$ cat src/rtl/updn_lfsr_pkg.sv
package updn_lfsr_pkg;

  // Forward coefficients c_1..c_(n-1) of g(x), as a bit mask (bit i = c_i).
  function automatic logic [31:0] up_tap_mask(input int width);
    logic [31:0] m;
    case (width)
      3:  m = 32'h0000_0004;
      4:  m = 32'h0000_0008;
      5:  m = 32'h0000_0008;
      6:  m = 32'h0000_0020;
      7:  m = 32'h0000_0040;
      8:  m = 32'h0000_0070;
      16: m = 32'h0000_6800;
      default: m = 32'h0;
    endcase
    return m;
  endfunction

  // Backward tap at bit j is the forward coefficient c_(j+1) (reciprocal).
  function automatic logic dn_tap(input logic [31:0] upmask, input int j, input int width);
    return (j < width - 1) ? upmask[j+1] : 1'b0;
  endfunction

  function automatic logic up_tap(input logic [31:0] upmask, input int i);
    return (i > 0) ? upmask[i] : 1'b0;
  endfunction

endpackage

$ cat src/rtl/updn_lfsr_cell.sv
module updn_lfsr_cell #(
  parameter bit TAP_UP = 1'b0,
  parameter bit TAP_DN = 1'b0
) (
  input  logic clk,
  input  logic rst,
  input  logic en,
  input  logic up,
  input  logic from_lo,
  input  logic from_hi,
  input  logic fb_up,
  input  logic fb_dn,
  output logic q
);
  logic nxt_up, nxt_dn, nxt;

  generate
    if (TAP_UP) begin : g_up_tap
      assign nxt_up = ~(from_lo ^ fb_up);
    end else begin : g_up_pass
      assign nxt_up = from_lo;
    end
    if (TAP_DN) begin : g_dn_tap
      assign nxt_dn = ~(from_hi ^ fb_dn);
    end else begin : g_dn_pass
      assign nxt_dn = from_hi;
    end
  endgenerate

  assign nxt = up ? nxt_up : nxt_dn;

  always_ff @(posedge clk) begin
    if (rst)     q <= 1'b0;
    else if (en) q <= nxt;
  end
endmodule

$ cat src/rtl/updn_lfsr_zero.sv
module updn_lfsr_zero #(
  parameter int WIDTH = 8
) (
  input  logic [WIDTH-1:0] vec,
  output logic             all_zero
);
  logic [WIDTH-1:0] seen_one;

  genvar k;
  generate
    for (k = 0; k < WIDTH; k++) begin : g_slice
      if (k == 0) begin : g_first
        assign seen_one[k] = vec[k];
      end else begin : g_rest
        assign seen_one[k] = seen_one[k-1] | vec[k];
      end
    end
  endgenerate

  assign all_zero = ~seen_one[WIDTH-1];
endmodule

$ cat src/rtl/updn_lfsr_counter.sv
module updn_lfsr_counter #(
  parameter int WIDTH = 8
) (
  input  logic             clk,
  input  logic             rst,
  input  logic             en,
  input  logic             up,
  output logic [WIDTH-1:0] state,
  output logic             is_zero
);
  import updn_lfsr_pkg::*;

  localparam logic [31:0] UP_MASK = up_tap_mask(WIDTH);
  localparam int          MSB     = WIDTH - 1;

  logic [WIDTH-1:0] s;
  logic             fb_up, fb_dn;

  assign fb_up = s[MSB];
  assign fb_dn = s[0];

  genvar i;
  generate
    for (i = 0; i < WIDTH; i++) begin : g_bit
      logic lo_src, hi_src;
      if (i == 0) begin : g_lo_wrap
        assign lo_src = s[MSB];
      end else begin : g_lo_shift
        assign lo_src = s[i-1];
      end
      if (i == MSB) begin : g_hi_wrap
        assign hi_src = s[0];
      end else begin : g_hi_shift
        assign hi_src = s[i+1];
      end
      updn_lfsr_cell #(
        .TAP_UP(up_tap(UP_MASK, i)),
        .TAP_DN(dn_tap(UP_MASK, i, WIDTH))
      ) u_cell (
        .clk(clk), .rst(rst), .en(en), .up(up),
        .from_lo(lo_src), .from_hi(hi_src),
        .fb_up(fb_up), .fb_dn(fb_dn),
        .q(s[i])
      );
    end
  endgenerate

  updn_lfsr_zero #(.WIDTH(WIDTH)) u_zero (.vec(s), .all_zero(is_zero));

  assign state = s;

  // Named events for the checks below.
  logic             step_fwd, step_bwd;
  logic             fwd_q;
  logic [WIDTH-1:0] before_q;

  assign step_fwd = !rst && en && up;
  assign step_bwd = !rst && en && !up;

  always_ff @(posedge clk) begin
    if (rst) begin
      fwd_q    <= 1'b0;
      before_q <= '0;
    end else begin
      fwd_q    <= step_fwd;
      before_q <= s;
    end
  end

  assert_reset_zero_R1: assert property (@(posedge clk) rst |=> (state == '0 && is_zero));
  assert_hold_R2: assert property (@(posedge clk) disable iff (rst) !en |=> $stable(state));
  assert_undo_R4: assert property (@(posedge clk) disable iff (rst)
    (fwd_q && step_bwd) |=> state == $past(before_q));
  assert_no_lockup_R6: assert property (@(posedge clk) disable iff (rst) state != '1);
  assert_leave_zero_R10: assert property (@(posedge clk) disable iff (rst)
    (is_zero && en) |=> !is_zero);
  assert_step_moves_R3: assert property (@(posedge clk) disable iff (rst)
    en |=> state != $past(state));
endmodule

$ cat config.mk
export PLATFORM = sky130hd
export DESIGN_NAME = updn_lfsr_counter
export DESIGN_NICKNAME = d
export VERILOG_FILES = /design/src/rtl/updn_lfsr_pkg.sv /design/src/rtl/updn_lfsr_cell.sv /design/src/rtl/updn_lfsr_zero.sv /design/src/rtl/updn_lfsr_counter.sv
export SDC_FILE = /design/constraint.sdc
export NUM_CORES = 1
export LEC_CHECK = 0
export BUFFER_PORTS_ARGS = -buffer_cell sky130_fd_sc_hd__buf_2
export CORE_AREA = 2 2 39 41
export DETAILED_ROUTE_END_ITERATION = 10
export DIE_AREA = 0 0 41 43
export PLACE_DENSITY = 0.65
export SYNTH_ARGS = -nofsm -noshare
export SYNTH_HDL_FRONTEND = slang
export SYNTH_SLANG_ARGS = --single-unit
$ cat constraint.sdc
create_clock -name clk -period 2.48 [get_ports clk]
set_clock_uncertainty 0.05 [all_clocks]
set_input_delay 0 -clock clk [delete_from_list [all_inputs] [get_ports clk]]
set_output_delay 0 -clock clk [all_outputs]
set_load 0.05 [all_outputs]
# Word level (Yosys, flattened, before mapping)
# Index checks and enable logic that the tools add are counted.
# W data, S select, Z words.
# totals
regBits	8
inputBits	4
output_inout_bits	9
elab_cells	36
# op_classes
n_mux	8
n_bitwise	20
# op_table
op	n
$mux W1	8
$not A1 Y1	7
$or A1 B1 Y1	7
$xor A1 B1 Y1	6

# Logic depth before layout (Yosys ltp)
# Gate-level depths: netlist of the first run.
# logic_depth
word_depth	8
depth_mapped	4
mapped_depth_nobuf	3

# Modules after synthesis
# From an unflattened synthesis of the first run, not the netlist that was laid out.
# unflattened
hier_cells	51
area_unflattened_um2	496.7
# by_module_without_submodules
module	n_inst	cells_each	area_each_um2	seq_area_each_um2
updn_lfsr_cell (g_bit[0].u_cell ...)	4	4	46.3	20.0
updn_lfsr_cell (g_bit[4].u_cell ...)	2	7	61.3	20.0
updn_lfsr_cell (g_bit[3].u_cell ...)	2	5	55.1	20.0
updn_lfsr_counter	1	8	60.1	0.0
updn_lfsr_zero	1	3	18.8	0.0

# Worst setup path after synthesis of the first run
# Ideal clock, no wire load.
# synth_timing
path_type	reg-to-output
startpoint	register g_bit[7].u_cell.q
endpoint	output is_zero
arrival_ps	1601
required_ps	2430
slack_ps	829
stages_incl_launch_ff	4
n_path_buf	1
path_cell_list	dfxtp_1 buf_6 or4_1 nor2_1
# synth_between
elab_chain_len	2
# synth_lines
item	line_no	text
start: declaration	updn_lfsr_cell.sv:13	output logic q
start signal: assignment	updn_lfsr_cell.sv:34	else if (en) q <= nxt;
$or A1 B1 Y1	updn_lfsr_zero.sv:15	assign seen_one[k] = seen_one[k-1] | vec[k];
$not A1 Y1	updn_lfsr_zero.sv:20	assign all_zero = ~seen_one[WIDTH-1];
end: declaration	updn_lfsr_counter.sv:9	output logic is_zero
# No other way between the ends.

# Worst setup path in the final report of the first run
# Same ends and word-level chain as after synthesis.

==> results of run 1 <==
-- worst max-delay path, delay by kind of cell, from the launching register on --
family	cells	cell delay, ns
AND/OR/NAND/NOR	2	0.66
flip-flops	1	0.38
buffers and inverters	1	0.27
-- cells in the final DEF (no fill, tap or decap), drive strengths merged --
| cell | n |
|---|---|
| buf | 12 |
| xor2 | 2 |
| mux2i | 5 |
| or4 | 2 |
| dlygate4sd3 | 1 |
| nor2b | 1 |
| dfxtp | 8 |
| xnor2 | 4 |
| clkbuf | 3 |
| o22ai | 2 |
| nor2 | 7 |
| a211oi | 8 |
| and2b | 1 |
| nand2 | 1 |
-- per-layer routing --
metal / routed length (µm) / part of all wire / vias to the layer above / GRT usage
met1: 435 / 0.51 / 167 / 0.181
met5: 0 / 0 / - / 0
met4: 9 / 0.011 / 0 / 0.0600
li1: - / - / 186 / -
met3: 63 / 0.074 / 2 / 0.0785
met2: 340 / 0.40 / 13 / 0.131
-- stage by stage --
| stage | cell area, µm² | cells | total power, mW | utilization | setup WS [ns] |
|---|---|---|---|---|---|
| after global routing | 507 | 73 | 0.377 | 0.366 | 0.794 |
| after detailed placement | 474 | 69 | 0.260 | 0.343 | 1.14 |
| after floorplan | 487 | 54 | 0.257 | - | 0.829 |
| final | 507 | 73 | 0.357 | 0.366 | 0.877 |
| after CTS | 507 | 73 | 0.361 | 0.366 | 0.851 |
| after global placement | 474 | 69 | 0.259 | 0.343 | 1.16 |
-- power by group through the flow --
stage / registers (mW) / clock network [mW] / logic [mW]
final: 0.155 / 0.0986 / 0.103
after global placement: 0.158 / 0 / 0.102
after CTS: 0.155 / 0.103 / 0.104
after global routing: 0.157 / 0.109 / 0.111
after floorplan: 0.151 / 0 / 0.106
after detailed placement: 0.158 / 0 / 0.102
-- final timing paths --
kind	start	end	slack, ns	cells after the start
max	g_bit[7].u_cell.q$_SDFFE_PP0P_	is_zero	0.88	3
min	en	g_bit[1].u_cell.q$_SDFFE_PP0P_	0.1	2
max reg2reg	g_bit[0].u_cell.q$_SDFFE_PP0P_	g_bit[3].u_cell.q$_SDFFE_PP0P_	1.37	3
min reg2reg	g_bit[2].u_cell.q$_SDFFE_PP0P_	g_bit[2].u_cell.q$_SDFFE_PP0P_	0.48	2
-- cell type report --
cell class	count	area (µm²)	share of cell area
Sequential cell	8	160	0.316
Tap cell	16	20.0	0.0395
Timing Repair Buffer	13	70.1	0.138
Multi-Input combinational cell	33	234	0.462
Clock buffer	3	22.5	0.0444
-- kinds of logic after synthesis --
| kind of cell | count (synthesis) |
|---|---|
| buf+inv | 13 |
| mux | 5 |
| xor+xnor | 6 |
| simple gates | 12 |
| flops | 8 |
| compound gates | 10 |
==> flow_metrics.env, run 1 <==
export IMPL_gp_congestion=0.724
export IMPL_ant_nets=0
export IMPL_holdWs_ns=0.0955
export IMPL_path_max_fanout=7
export IMPL_tightest_slew_ns=0.309
export IMPL_hpwl_um=594
export IMPL_synth_compound_area_frac=0.149
export IMPL_dr_pass1_iters=2
export IMPL_synth_area_leaders="dfxtp_1, buf_4, a211oi_1"
export IMPL_synth_edf_count=0
export IMPL_cts_buffers=3
export IMPL_p_switching_mw=0.128
export IMPL_dieArea_um2=1760
export IMPL_grt_max_degree=17
export IMPL_vias_per_cell=5.04
export IMPL_antennaDiodeCount=0
export IMPL_routedWlPerCell_um=11.6
export IMPL_synth_xor_area_share=0.108
export IMPL_leakagePower_nw=0.227
export IMPL_grt_pass1_vias=300
export IMPL_synth_cell_types=15
export IMPL_period_minus_slack_ns=1.60
export IMPL_avgSynthCellArea_um2=9.01
export IMPL_post_cts_resized=0
export IMPL_nFillCells=150
export IMPL_yosysMostFrequentCell="buf_4"
export IMPL_fin_nets=63
export IMPL_slew_headroom=0.794
export IMPL_netlist_area_leader_share=0.329
export IMPL_largest_reg_flops=8
export IMPL_worst_ep_arrival_time_ns=1.55
export IMPL_cp_slowest_cell="or4_1"
export IMPL_fp_dieH_um=43
export IMPL_switching_share=0.358
export IMPL_synthArstFlopShare=0
export IMPL_finalSetupViolations=0
export IMPL_ios=13
export IMPL_synthToLayoutAreaGrowth_pct=4.11
export IMPL_drtIter0Drc=2
export IMPL_required_ns=2.43
export IMPL_min_path_type="in -> reg"
export IMPL_clockRootBuffer="clkbuf_4"
export IMPL_track_usage=0.123
export IMPL_largest_registers="g_bit.u_cell.q: 8 flops"
export IMPL_setup_total_negative_slack_ns=0
export IMPL_die_w_um=41
export IMPL_antenna_found_initial=0
export IMPL_fmax_ghz=0.624
export IMPL_drv_slew=0
export IMPL_synthTopCellsByCount="buf_4, a211oi_1, dfxtp_1"
export IMPL_synth_top_cell_by_area="dfxtp_1"
export IMPL_drv_cap=0
export IMPL_synth_cells=54
export IMPL_critPathKind="reg -> out"
export IMPL_h_tree_depth=1
export IMPL_clkSinkCount=8
export IMPL_grt_pass1_wl_um=1390
export IMPL_start_util=0.352
export IMPL_io_buffer_count=12
export IMPL_period_share=0.646
export IMPL_std_cell_rows=14
export IMPL_p_comb_frac=0.289
export IMPL_clk_pin_slew_worst_paths_ns=0.05
export IMPL_p_int_mw=0.229
export IMPL_core_area_um2=1380
export IMPL_cts_buffer_depth=2
export IMPL_pwr_share_clk=0.277
export IMPL_rsz0062_at_grt="no"
export IMPL_power_density_nw_per_um2=704
export IMPL_crit_path_start_kind="register"
export IMPL_synth_fp_nets=58
export IMPL_synth_flop_cell="dfxtp_1"
export IMPL_synth_seq_cells=8
export IMPL_pwr_share_seq=0.435
export IMPL_post_cts_buffers=0
export IMPL_drc=0
export IMPL_wl_um=849
export IMPL_ys_warn_count=0
export IMPL_cp_end_kind="primary output"
export IMPL_cts_tree="done"
export IMPL_status="finished clean"
export IMPL_slowest_delay_ns=0.54
export IMPL_drive_above_1_share=0.263
export IMPL_grt_ovfl_total=0
export IMPL_synth_top_family_by_area="buffers and inverters"
export IMPL_synthMuxAreaShare=0.103
export IMPL_yosys_area_share_simple=0.121
export IMPL_hold_viol=0
export IMPL_path_cells="or4_1 > nor2_1 > buf_2"
export IMPL_peakVddDrop_uv=257
export IMPL_clk_latency_ns=0.25
export IMPL_ys_seq_area_frac=0.329
export IMPL_max_flop_register="g_bit.u_cell.q"
export IMPL_syn_cell_area_um2=487
export IMPL_num_vias=368
export IMPL_yosys_area_share_adder=0
export IMPL_hold_buffers=1
(Power assumes the default switching activity.)
==> run 2, diff against run 1 <==
- ABC_AREA: unset -> 1
- PLACE_DENSITY: 0.65 -> 0.68
- clock period: 2.48 -> 1.6 ns (I/O delays scaled with it)
==> flow_metrics.env, run 2 <==
export IMPL_status="finished clean"
export IMPL_dr_pass1_iters=4
export IMPL_power_density_nw_per_um2=975
export IMPL_netlist_area_leader_share=0.302
export IMPL_die_w_um=41
export IMPL_fmax_ghz=0.772
export IMPL_total_power_mw=0.552
export IMPL_routedWlPerCell_um=10.7
export IMPL_cts_buffer_depth=2
export IMPL_drive_above_1_share=0.244
export IMPL_track_usage=0.157
export IMPL_clkSinkCount=8
export IMPL_cts_tree="done"
export IMPL_synth_seq_cells=8
export IMPL_slew_headroom=0.800
export IMPL_clockRootBuffer="clkbuf_4"
export IMPL_std_cell_rows=14
export IMPL_whs_endpoint="g_bit[5].u_cell.q$_SDFFE_PP0P_"
export IMPL_startpoint="g_bit[0].u_cell.q$_SDFFE_PP0P_"
export IMPL_h_tree_depth=1
export IMPL_fin_area_um2=566
export IMPL_clk_pin_slew_worst_paths_ns=0.05
export IMPL_synth_top_cell_by_area="dfxtp_1"
export IMPL_synth_area_leaders="dfxtp_1, nand2_1, buf_4"
export IMPL_tightest_slew_ns=0.299
export IMPL_drc=0
export IMPL_ff_latch_area_um2=160
export IMPL_synthToLayoutAreaGrowth_pct=6.60
export IMPL_place_area_um2=533
export IMPL_rsz0062_at_grt="no"
export IMPL_antennaDiodeCount=0
export IMPL_hpwl_um=798
export IMPL_setup_total_negative_slack_ns=0
export IMPL_drv_cap=0
export IMPL_fp_dieH_um=43
export IMPL_ys_warn_count=0
export IMPL_fin_util=0.409
export IMPL_synth_cell_types=17
export IMPL_clk_latency_ns=0.25
export IMPL_path_cells="inv_2 > nand2_1 > nor3_2 > buf_2"
export IMPL_syn_cell_area_um2=531
export IMPL_peakVddDrop_uv=395
export IMPL_hold_viol=0
export IMPL_synth_cells=80
export IMPL_gp_congestion=0.720
export IMPL_drv_slew=0
export IMPL_drtIter0Drc=14
export IMPL_hold_buffers=1
export IMPL_antenna_found_initial=0
export IMPL_hold_depth=2
export IMPL_synth_fp_nets=84
export IMPL_final_cells=102
export IMPL_synth_edf_count=0
export IMPL_avgSynthCellArea_um2=6.63
export IMPL_cts_buffers=3
export IMPL_yosysMostFrequentCell="nand2_1"
export IMPL_r2r_start="g_bit[0].u_cell.q$_SDFFE_PP0P_"
export IMPL_ios=13
export IMPL_grt_pass1_vias=434
export IMPL_largest_reg_flops=8
export IMPL_synth_flop_cell="dfxtp_1"
export IMPL_cp_slowest_cell="dfxtp_1"
export IMPL_min_from="en"
export IMPL_required_ns=1.55
export IMPL_io_buffer_count=12
export IMPL_crit_family="flip-flops"
export IMPL_start_util=0.383
export IMPL_ant_nets=0
export IMPL_mostFrequentLayoutCell="nand2_1"
export IMPL_core_area_um2=1380
export IMPL_rrSetupSlack_ns=0.56
export IMPL_cp_end_kind="primary output"
export IMPL_critPathKind="reg -> out"
export IMPL_nFillCells=160
export IMPL_ys_seq_area_frac=0.302
export IMPL_place_inst=98
export IMPL_min_path_type="in -> reg"
export IMPL_grt_ovfl_total=0
export IMPL_largest_registers="g_bit.u_cell.q: 8 flops"
export IMPL_worst_ep_arrival_time_ns=1.25
export IMPL_slowest_delay_ns=0.39
export IMPL_fin_nets=92
export IMPL_layout_common_cells="nand2_1, buf_2, inv_1"
export IMPL_post_cts_buffers=0
export IMPL_post_cts_resized=0
export IMPL_wl_um=1090
export IMPL_path_max_fanout=8
export IMPL_finalSetupViolations=0
export IMPL_reg2regPathDepth=5
export IMPL_dieArea_um2=1760
export IMPL_synthTopCellsByCount="nand2_1, inv_1, nand3_1"
export IMPL_grt_max_degree=16
export IMPL_crit_path_start_kind="register"
export IMPL_leakagePower_nw=0.304
export IMPL_synthArstFlopShare=0
export IMPL_crit_buf_inv=2
export IMPL_period_minus_slack_ns=1.30
export IMPL_r2r_end="g_bit[5].u_cell.q$_SDFFE_PP0P_"
export IMPL_grt_pass1_wl_um=1810
export IMPL_vias_per_cell=4.93
export IMPL_max_flop_register="g_bit.u_cell.q"
export IMPL_multiInputGateArea_um2=235
export IMPL_period_share=0.810
export IMPL_num_vias=503
==> run 2: cell count changes after synthesis, sizes merged, moves of 8 or more <==
cell / change
a211oi: -8
inv: +13
nand2: +21
nand3: +10
==> run 2: power breakdown <==
part           switching [mW]  total [mW]  leakage [nW]  internal (mW)
sequential             0.0218       0.237        0.0664          0.215
combinational           0.121       0.166         0.223         0.0454
clock                  0.0629       0.148        0.0138         0.0854
total                   0.206       0.552         0.304          0.346
==> run 2: cells by family (layout without fill, tap and decap cells) <==
group                  after synthesis  count (layout)  synth area share
AND/OR/NAND/NOR                     35              35             0.278
buffers and inverters               24              30             0.264
AO/OA/AOI/OAI                       12              12             0.139
flip-flops                           8               8             0.302
XOR/XNOR                             1               1            0.0165
==> run 2: through the flow <==
step,worst slack [ns],hold slack (ns)
floorplan,0.397,0.0949
global placement,0.596,0.209
detailed placement,0.569,0.214
CTS,0.291,0.0650
global route,0.202,0.0802
finish,0.304,0.0703
==> run 2: layer usage <==
metal / up-vias / GRT usage / part of all wire
met3: 2 / 0.0157 / 0.036
li1: 259 / - / -
met1: 231 / 0.184 / 0.46
met5: - / 0 / 0
met4: 0 / 0.140 / 0.017
met2: 11 / 0.234 / 0.49
==> run 2: worst max path at each step <==
| stage | to | slack [ns] | depth (start not counted) |
|---|---|---|---|
| final | is_zero | 0.30 | 4 |
| after global routing | is_zero | 0.20 | 4 |
| after CTS | is_zero | 0.29 | 4 |
| after detailed placement | is_zero | 0.57 | 4 |
| after global placement | g_bit[5].u_cell.q$_SDFFE_PP0P_ | 0.60 | 5 |
| after floorplan | is_zero | 0.40 | 3 |
==> run 2: worst register-to-register path, stage by stage, from the launching register on <==
cell     delay [ns]
dfxtp_1        0.49
inv_2          0.08
nand2_1        0.11
nand3_1        0.07
nand2_1        0.09
a21oi_2        0.05
==> run 2: layout make-up <==
class,instances,share of cell area
tap,16,0.0354
clock buffer,3,0.0398
sequential,8,0.283
multi-input combinational,48,0.416
inverter,14,0.102
timing repair buffer,13,0.124
